File: config.mk
export PLATFORM = sky130hd
export DESIGN_NAME = potreg_i2c_target
export DESIGN_NICKNAME = d
export VERILOG_FILES = /design/src/rtl/potreg_pkg.sv /design/src/rtl/potreg_line_sync.sv /design/src/rtl/potreg_regfile.sv /design/src/rtl/potreg_fsm.sv /design/src/rtl/potreg_i2c_target.sv
export SDC_FILE = /design/constraint.sdc
export NUM_CORES = 1
export LEC_CHECK = 0
export BUFFER_PORTS_ARGS = -buffer_cell sky130_fd_sc_hd__buf_2
export CAP_MARGIN = 20
export CORE_MARGIN = 2
export CORE_UTILIZATION = 23
export CTS_BUF_LIST = sky130_fd_sc_hd__clkbuf_2
export DETAILED_ROUTE_END_ITERATION = 12
export SLEW_MARGIN = 20
export SYNTH_ARGS = -nofsm -noshare
export SYNTH_HDL_FRONTEND = slang
export SYNTH_SLANG_ARGS = --single-unit
File: constraint.sdc
create_clock -name clk -period 2.4 [get_ports clk]
set_input_delay 0.48 -clock clk [delete_from_list [all_inputs] [get_ports clk]]
set_output_delay 0.48 -clock clk [all_outputs]
set_load 0.02 [all_outputs]
File: src/rtl/potreg_pkg.sv
package potreg_pkg;

    localparam int DATA_W = 8;
    localparam logic [4:0] ADDR_PREFIX = 5'b01010;

    typedef enum logic [1:0] {
        STRAP_LOW  = 2'b00,
        STRAP_OPEN = 2'b01,
        STRAP_HIGH = 2'b10,
        STRAP_RSVD = 2'b11
    } strap_e;

    typedef enum logic [3:0] {
        ST_IDLE,
        ST_ADDR,
        ST_ADDR_ACK,
        ST_CMD,
        ST_CMD_ACK,
        ST_WDATA,
        ST_WDATA_ACK,
        ST_RDATA,
        ST_RACK,
        ST_IGNORE
    } tstate_e;

    typedef struct packed {
        logic scl;
        logic sda;
        logic scl_rise;
        logic scl_fall;
        logic start;
        logic stop;
    } bus_ev_t;

    // Low two address bits selected by the three-level strap.
    function automatic logic [6:0] target_addr(input logic [1:0] code);
        logic [1:0] low;
        case (strap_e'(code))
            STRAP_LOW:  low = 2'b00;
            STRAP_OPEN: low = 2'b01;
            default:    low = 2'b11;
        endcase
        return {ADDR_PREFIX, low};
    endfunction

    // Power-up value of each register: wiper at mid-scale, others cleared.
    function automatic logic [DATA_W-1:0] reg_reset(input int idx);
        return (idx == 0) ? 8'h80 : 8'h00;
    endfunction

endpackage

File: src/rtl/potreg_line_sync.sv
module potreg_line_sync
    import potreg_pkg::*;
#(
    parameter int SYNC_STAGES = 2
) (
    input  logic    clk,
    input  logic    rst,
    input  logic    scl_i,
    input  logic    sda_i,
    output bus_ev_t ev
);

    logic [SYNC_STAGES-1:0] scl_pipe;
    logic [SYNC_STAGES-1:0] sda_pipe;
    logic                   scl_q;
    logic                   sda_q;
    logic                   scl_s;
    logic                   sda_s;

    assign scl_s = scl_pipe[SYNC_STAGES-1];
    assign sda_s = sda_pipe[SYNC_STAGES-1];

    always_ff @(posedge clk) begin
        if (rst) begin
            scl_pipe <= '1;
            sda_pipe <= '1;
            scl_q    <= 1'b1;
            sda_q    <= 1'b1;
        end else begin
            scl_pipe <= {scl_pipe[SYNC_STAGES-2:0], scl_i};
            sda_pipe <= {sda_pipe[SYNC_STAGES-2:0], sda_i};
            scl_q    <= scl_s;
            sda_q    <= sda_s;
        end
    end

    always_comb begin
        ev.scl      = scl_s;
        ev.sda      = sda_s;
        ev.scl_rise = scl_s & ~scl_q;
        ev.scl_fall = ~scl_s & scl_q;
        ev.start    = scl_s & scl_q & sda_q & ~sda_s;
        ev.stop     = scl_s & scl_q & ~sda_q & sda_s;
    end

endmodule

File: src/rtl/potreg_regfile.sv
module potreg_regfile
    import potreg_pkg::*;
#(
    parameter int NUM_REGS = 2,
    parameter int PTR_W    = 1
) (
    input  logic              clk,
    input  logic              rst,
    input  logic              wr_en,
    input  logic [PTR_W-1:0]  wr_ptr,
    input  logic [DATA_W-1:0] wr_data,
    input  logic [PTR_W-1:0]  rd_ptr,
    output logic [DATA_W-1:0] rd_data,
    output logic [DATA_W-1:0] wiper
);

    logic [DATA_W-1:0] regs [NUM_REGS];

    for (genvar i = 0; i < NUM_REGS; i++) begin : g_reg
        always_ff @(posedge clk) begin
            if (rst) begin
                regs[i] <= reg_reset(i);
            end else if (wr_en && (wr_ptr == PTR_W'(i))) begin
                regs[i] <= wr_data;
            end
        end
    end

    always_comb begin
        rd_data = '0;
        for (int j = 0; j < NUM_REGS; j++) begin
            if (rd_ptr == PTR_W'(j)) rd_data = regs[j];
        end
    end

    assign wiper = regs[0];

endmodule

File: src/rtl/potreg_fsm.sv
module potreg_fsm
    import potreg_pkg::*;
#(
    parameter int NUM_REGS = 2,
    parameter int PTR_W    = 1
) (
    input  logic              clk,
    input  logic              rst,
    input  bus_ev_t           ev,
    input  logic [6:0]        own_addr,
    input  logic [DATA_W-1:0] rd_data,
    output logic              wr_en,
    output logic [DATA_W-1:0] wr_data,
    output logic [PTR_W-1:0]  ptr,
    output logic              sda_oe,
    output tstate_e           state
);

    localparam logic [3:0] BITS_PER_BYTE = 4'(DATA_W);

    logic [3:0]        bitcnt;
    logic [DATA_W-1:0] shreg;
    logic              rw;
    logic              m_ack;
    logic              byte_done;
    logic              take_bit;
    logic              rx_state;

    assign rx_state  = (state == ST_ADDR) || (state == ST_CMD) || (state == ST_WDATA);
    assign take_bit  = rx_state && ev.scl_rise && (bitcnt != BITS_PER_BYTE);
    assign byte_done = rx_state && ev.scl_fall && (bitcnt == BITS_PER_BYTE);

    // Write strobe fires in the cycle the data byte is complete.
    assign wr_en   = (state == ST_WDATA) && byte_done && !ev.start && !ev.stop;
    assign wr_data = shreg;

    always_ff @(posedge clk) begin
        if (rst) begin
            state  <= ST_IDLE;
            bitcnt <= '0;
            shreg  <= '0;
            rw     <= 1'b0;
            m_ack  <= 1'b0;
            ptr    <= '0;
            sda_oe <= 1'b0;
        end else if (ev.start) begin
            state  <= ST_ADDR;
            bitcnt <= '0;
            sda_oe <= 1'b0;
        end else if (ev.stop) begin
            state  <= ST_IDLE;
            sda_oe <= 1'b0;
        end else begin
            if (take_bit) begin
                shreg  <= {shreg[DATA_W-2:0], ev.sda};
                bitcnt <= bitcnt + 4'd1;
            end
            unique case (state)
                ST_ADDR: if (byte_done) begin
                    if (shreg[7:1] == own_addr) begin
                        rw     <= shreg[0];
                        sda_oe <= 1'b1;
                        state  <= ST_ADDR_ACK;
                    end else begin
                        state <= ST_IGNORE;
                    end
                end
                ST_ADDR_ACK: if (ev.scl_fall) begin
                    bitcnt <= '0;
                    if (rw) begin
                        shreg  <= rd_data;
                        sda_oe <= ~rd_data[DATA_W-1];
                        state  <= ST_RDATA;
                    end else begin
                        sda_oe <= 1'b0;
                        state  <= ST_CMD;
                    end
                end
                ST_CMD: if (byte_done) begin
                    if (int'(shreg) < NUM_REGS) begin
                        ptr    <= shreg[PTR_W-1:0];
                        sda_oe <= 1'b1;
                        state  <= ST_CMD_ACK;
                    end else begin
                        state <= ST_IGNORE;
                    end
                end
                ST_CMD_ACK: if (ev.scl_fall) begin
                    sda_oe <= 1'b0;
                    bitcnt <= '0;
                    state  <= ST_WDATA;
                end
                ST_WDATA: if (byte_done) begin
                    sda_oe <= 1'b1;
                    state  <= ST_WDATA_ACK;
                end
                ST_WDATA_ACK: if (ev.scl_fall) begin
                    sda_oe <= 1'b0;
                    state  <= ST_IGNORE;
                end
                ST_RDATA: if (ev.scl_fall) begin
                    if (bitcnt == BITS_PER_BYTE - 4'd1) begin
                        sda_oe <= 1'b0;
                        state  <= ST_RACK;
                    end else begin
                        bitcnt <= bitcnt + 4'd1;
                        shreg  <= {shreg[DATA_W-2:0], 1'b0};
                        sda_oe <= ~shreg[DATA_W-2];
                    end
                end
                ST_RACK: begin
                    if (ev.scl_rise) m_ack <= ~ev.sda;
                    if (ev.scl_fall) begin
                        if (m_ack) begin
                            bitcnt <= '0;
                            shreg  <= rd_data;
                            sda_oe <= ~rd_data[DATA_W-1];
                            state  <= ST_RDATA;
                        end else begin
                            state <= ST_IGNORE;
                        end
                    end
                end
                default: ;
            endcase
        end
    end

endmodule

File: src/rtl/potreg_i2c_target.sv
module potreg_i2c_target
    import potreg_pkg::*;
#(
    parameter int NUM_REGS    = 2,
    parameter int SYNC_STAGES = 2
) (
    input  logic              clk,
    input  logic              rst,
    input  logic              scl_i,
    input  logic              sda_i,
    input  logic [1:0]        strap_i,
    output logic              sda_oe_o,
    output logic [DATA_W-1:0] wiper_o
);

    localparam int PTR_W = (NUM_REGS > 1) ? $clog2(NUM_REGS) : 1;

    bus_ev_t           ev;
    tstate_e           state;
    logic              wr_en;
    logic [DATA_W-1:0] wr_data;
    logic [DATA_W-1:0] rd_data;
    logic [PTR_W-1:0]  ptr;
    logic [6:0]        own_addr;
    logic              scl_sync;
    logic              start_seen;

    assign own_addr   = target_addr(strap_i);
    assign scl_sync   = ev.scl;
    assign start_seen = ev.start;

    potreg_line_sync #(.SYNC_STAGES(SYNC_STAGES)) u_sync (
        .clk   (clk),
        .rst   (rst),
        .scl_i (scl_i),
        .sda_i (sda_i),
        .ev    (ev)
    );

    potreg_fsm #(.NUM_REGS(NUM_REGS), .PTR_W(PTR_W)) u_fsm (
        .clk      (clk),
        .rst      (rst),
        .ev       (ev),
        .own_addr (own_addr),
        .rd_data  (rd_data),
        .wr_en    (wr_en),
        .wr_data  (wr_data),
        .ptr      (ptr),
        .sda_oe   (sda_oe_o),
        .state    (state)
    );

    potreg_regfile #(.NUM_REGS(NUM_REGS), .PTR_W(PTR_W)) u_regs (
        .clk     (clk),
        .rst     (rst),
        .wr_en   (wr_en),
        .wr_ptr  (ptr),
        .wr_data (wr_data),
        .rd_ptr  (ptr),
        .rd_data (rd_data),
        .wiper   (wiper_o)
    );

endmodule

Yosys cells after proc, flatten, opt, wreduce, memory -nomap -nowiden
Memories as Yosys holds them, arrays and structs flattened.
Index checks and enable logic that the tools add are counted.

cells by class
  multiplexer cells = 56
  order comparisons = 1
  reduce and logical (&&, ||, !) cells = 28
  bitwise operators = 18
  add/sub/neg operators = 1
  eq/ne operators = 35

operators by type and width
  operator              count
  $mux W8               10
  $mux W4               18
  $ne A4 B2 Y1 const B  9
  $pmux W4 S8           1
  $pmux W8 S3           1
  $mux W1               22
  $ne A2 B1 Y1 const B  11
  $eq A4 B3 Y1 const B  5
  $reduce_and A10 Y1    2
  $pmux W4 S3           1
  $reduce_and A11 Y1    1
  $reduce_and A5 Y1     2
  $reduce_bool A10 Y1   1
  $logic_and A1 B1 Y1   9
  $not A1 Y1            9
  $eq A4 B2 Y1 const B  2
  $eq A4 B4 Y1 const B  2
  $lt A8 B2 Y1 const B  1
  $reduce_bool A8 Y1    1
  $and A1 B1 Y1         7
  $eq A7 B6 Y1          1
  $pmux W1 S7           1
  $reduce_bool A7 Y1    1
  $reduce_or A2 Y1      3
  14 further kinds      18

word-level totals
  memory bits (writable) = 16
  word-level logic and storage cells = 152
  bits of input ports = 6
  register bits = 26
  memories kept = 1

memories
  name         words  width  rd ports  clocked after memory_dff  wr ports  line                  RTL
  u_regs.regs  2      8      2         0                         2         potreg_regfile.sv:17  logic [DATA_W-1:0] regs [NUM_REGS];

Logic depth before layout (Yosys ltp)
  depth after elaboration = 13
  gate-level depth with buffers = 8

Cells and area by module
Synthesis repeated with hierarchy kept, for this count alone.

unflattened totals
  cell total of the unflattened synthesis = 285
  area total of the unflattened synthesis = 2635.0 µm²

by module, submodules not included
  module             seq. area each (µm²)  instances  cells each  area an instance (µm²)
  potreg_fsm         400.4                 1          209         1681.6
  potreg_regfile     480.5                 1          54          730.7
  potreg_line_sync   120.1                 1          18          205.2
  potreg_i2c_target  0.0                   1          4           17.5

Worst setup path before layout
No wires, ideal clock.

  path kind = register to register
  start = register u_fsm.state[0]
  end = memory u_regs.regs[0][0], enable pin
  path slack = 405 ps
  cell stages (with the launch flop) = 5
  arrival = 1620 ps
  library setup time = 375 ps
  path buffers = 1
  period minus slack after synthesis = 1995 ps
  path through = dfxtp_1 buf_6 and4bb_1 or3b_4 o21bai_1

RTL lines
  element                 line                  RTL
  from (decl)             potreg_fsm.sv:16      output tstate_e state
  from (signal assigned)  potreg_fsm.sv:39      state <= ST_IDLE;
  from (signal assigned)  potreg_fsm.sv:47      state <= ST_ADDR;
  from (signal assigned)  potreg_fsm.sv:51      state <= ST_IDLE;
  to (decl)               potreg_regfile.sv:17

Worst setup path in the final report
  start = register u_fsm.state[1]
  end = register u_fsm.bitcnt[3]

between the ends
  longest elaborated chain between the ends = 9

ends and longest elaborated chain
  element                                       line                                  RTL
  $eq A4 B1 Y1 or $eq A4 B2 Y1 (tied branches)  potreg_fsm.sv:29                      assign rx_state = (state == ST_ADDR) || (state == ST_CMD) || (state == ST_WDATA);
  $logic_or A1 B1 Y1 (2 in series)              potreg_fsm.sv:29
  $logic_and A1 B1 Y1 (2 in series)             potreg_fsm.sv:30                      assign take_bit = rx_state && ev.scl_rise && (bitcnt != BITS_PER_BYTE);
  $mux W4                                       potreg_fsm.sv:54                      if (take_bit) begin
  $mux W4 (on tied branches)                    potreg_fsm.sv:114, potreg_fsm.sv:102
  $mux W4 (on tied branches)                    potreg_fsm.sv:113, potreg_fsm.sv:101
  $pmux W4 S3 *                                 potreg_fsm.sv:58                      unique case (state)
  to (signal assigned)                          potreg_fsm.sv:56                      bitcnt <= bitcnt + 4'd1;
  to (signal assigned)                          potreg_fsm.sv:106                     bitcnt <= bitcnt + 4'd1;
  to (decl)                                     potreg_fsm.sv:21                      logic [3:0] bitcnt;

Every way passes the cells marked *; elsewhere a longest branch is shown, timed or not.
A chain may end at the register's enable or synchronous reset.

==> results.sh <==
export IMPL_num_rows=38
export IMPL_leakage_nw=1.01
export IMPL_setup_tns_ns=0
export IMPL_ys_types=72
export IMPL_portBuffers=14
export IMPL_synthMuxAreaShare=0.0600
export IMPL_die_y_um=109
export IMPL_syn_inst=250
export IMPL_drcViolationCount=0
export IMPL_fin_ws_ns=0.300
export IMPL_finalCritPeriodShare=0.875
export IMPL_synthXorXnorAreaFrac=0.0104
export IMPL_startpoint_type="flop"
export IMPL_die_w_um=109
export IMPL_reg2reg_slack_ns=0.30
export IMPL_initial_core_util=0.234
export IMPL_finalSetupViolations=0
export IMPL_hold_depth=2
export IMPL_slew_headroom=0.588
export IMPL_area_growth_pct=10.6
export IMPL_drt_pass1_iter_count=7
export IMPL_place_hpwl_um=4330
export IMPL_period_needed_ns=2.10
export IMPL_slew_violations=0
export IMPL_criticalPathCategory="flop to flop"
export IMPL_ys_warn_count=0
export IMPL_viasPerCell=5.07
export IMPL_wire_per_inst_um=14.9
export IMPL_reg2reg_to="u_fsm.bitcnt[3]"
export IMPL_hp_class="primary input to flop"
export IMPL_crit_buf_inv=0
export IMPL_place_congestion=0.968
export IMPL_cp_data_arrival_time_ns=2.46
export IMPL_path_clk_slew_ns=0.24
export IMPL_grt_overflow_total=0
export IMPL_cts_tree="yes"
export IMPL_cp_data_required_time_ns=2.76
export IMPL_syn_area_mm2=0.00252
export IMPL_yosysMostFrequentCell="dfxtp_1"
export IMPL_synth_top_family_by_area="simple AND/OR/NAND/NOR gates"
export IMPL_synth_nets=258
export IMPL_clk_latency_ns=0.45
export IMPL_io_pins=15
export IMPL_crit_chain="nand4b_4, nor3_4, nand2b_1, a41oi_1, a2111oi_2"
export IMPL_grt_max_degree=25
export IMPL_worst_clock_skew_ns=0.0391
export IMPL_reg2reg_from="u_fsm.state[1]"
export IMPL_ys_async_sr_fraction=0
export IMPL_pre_cts_slack_ns=0.325
export IMPL_worstSetupPathDepth=5
export IMPL_rsz0062_at_grt="false"
export IMPL_dr_total_vias=2055
export IMPL_slowest_stage="dfxtp_1"
export IMPL_clock_fmax_mhz=476
export IMPL_fillers=1138
export IMPL_slowest_delay_ns=0.76
export IMPL_synth_compound_area_frac=0.193
export IMPL_status="completed"
export IMPL_coreArea_mm2=0.0108
export IMPL_hold_buffers=0
export IMPL_die_area_mm2=0.0118
export IMPL_track_usage=0.107
export IMPL_clock_tree_buffer_depth=2
export IMPL_synth_edff_count=16
export IMPL_synth_simple_gate_area_frac=0.283
export IMPL_startpoint="u_fsm.state[1]"
export IMPL_yosys_top_cells_count="26 x dfxtp_1, 19 x nor2_1, 16 x edfxtp_1"
export IMPL_n_antenna_cell=0
export IMPL_power_per_cell_area_mw_per_mm2=446
export IMPL_drtIter0Drc=243
export IMPL_antenna_found_initial=0
export IMPL_htree_num_levels=2
export IMPL_nets=272
export IMPL_cts_buffers=5
export IMPL_drive_above_1_share=0.257
export IMPL_routed_wl_um=6050
export IMPL_cp_top_family="simple AND/OR/NAND/NOR gates"
export IMPL_grt_pass1_wl_um=9880
export IMPL_post_cts_resized=0
export IMPL_post_cts_buffers=0
export IMPL_clock_sinks=42
export IMPL_synth_area_leaders="dfxtp_1 21%, edfxtp_1 19%, mux2_2 4.0%"
export IMPL_syn_area_per_cell_um2=10.1
export IMPL_crit_fanout=16
export IMPL_tightest_slew_ns=0.617
export IMPL_cts_root_buffer="clkbuf_2"
export IMPL_synth_top_area_cell="dfxtp_1"
export IMPL_r2r_cells=5
export IMPL_synth_seq_cells=42
export IMPL_synth_seq_area_share=0.397
export IMPL_grt_pass1_vias=1946
export IMPL_synthFlopType="dfxtp_1"
export IMPL_finalHoldViolations=0
export IMPL_cap_viol_max_count=0
export IMPL_ant_nets=0
export IMPL_final_util=0.259
export IMPL_min_delay_start="sda_i"
export IMPL_endpoint_kind="flop"
export IMPL_synth_fa_ha_area_frac=0.00992
export IMPL_ir_worst_vdd_uv=178
export IMPL_endpoint="u_fsm.bitcnt[3]"
export IMPL_synth_top_area_frac=0.206
==> stage by stage <==
stage               total power, mW  cell area, um^2  hold WS, ns  instances
floorplan                     0.871             2520        0.389        250
global placement              0.907             2740        0.392        397
detailed placement            0.908             2740        0.396        397
CTS                            1.26             2790        0.199        405
global route                   1.30             2790        0.181        405
finish                         1.25             2790        0.215        405
==> per-layer routing <==
layer  GRT usage  share of wire  wire (um)
met1       0.144           0.48       2880
met2       0.176           0.47       2830
met3      0.0197          0.047        286
met4      0.0275         0.0084         51
met5           0              0          0
==> kinds of logic after synthesis <==
| family | Yosys count |
|---|---|
| flops | 42 |
| fa+ha+maj | 2 |
| compound gates | 59 |
| simple gates | 108 |
| buf+inv | 22 |
| mux | 14 |
| xor+xnor | 3 |
==> flip-flops by register name, summed over array words and instances (netlist names) <==
register and count:
u_regs.regs 16, u_fsm.wr_data 8, u_fsm.bitcnt 4, u_fsm.state 4, u_sync.scl_pipe 2, u_sync.sda_pipe 2, u_fsm.m_ack 1, u_fsm.ptr 1
u_fsm.rw 1, u_fsm.sda_oe 1, u_sync.scl_q 1, u_sync.sda_q 1
==> worst min path at each step <==
| stage | slack (ns) | to |
|---|---|---|
| finish | 0.21 | u_sync.sda_pipe[0] |
| CTS | 0.20 | u_sync.sda_pipe[0] |
| floorplan | 0.39 | u_sync.scl_pipe[1] |
| global placement | 0.39 | u_sync.scl_pipe[1] |
| detailed placement | 0.40 | u_sync.scl_pipe[1] |
| global route | 0.18 | u_sync.scl_pipe[0] |
==> final cells by class <==
| class | instances | area (um^2) | area share |
|---|---|---|---|
| well taps | 140 | 175 | 0.0628 |
| flip-flops and latches | 42 | 1000 | 0.359 |
| clock inverters | 3 | 27.5 | 0.00987 |
| inverters | 7 | 26.3 | 0.00942 |
| multi-input cells | 186 | 1410 | 0.504 |
| clock buffers | 5 | 25.0 | 0.00897 |
| repair buffers | 22 | 130 | 0.0466 |
==> layout by cell type, fill, tap and decap left out, drive strengths merged, types with 3 or more instances in the layout <==
cell type and instances:
a222oi 5, a31oi 5, nand4 4, mux2 9
clkbuf 5, or2 10, mux2i 5, a21oi 11
o211ai 3, nand2b 6, nor3b 3, nand3 5
dfxtp 26, a221oi 3, buf 22, nor2b 6
edfxtp 16, inv 9, nand4b 3, and2 7
nor2 21, o31ai 4, and3 11, nor4 4
nor3 6, nand2 9, o21ai 4
==> power by group <==
group	switching [mW]	internal (mW)	total, mW	leakage [nW]
logic	0.0700	0.0467	0.117	0.620
registers	0.0173	0.760	0.777	0.360
clock network	0.269	0.0829	0.352	0.0315
Power figures use the tool's default switching activity.
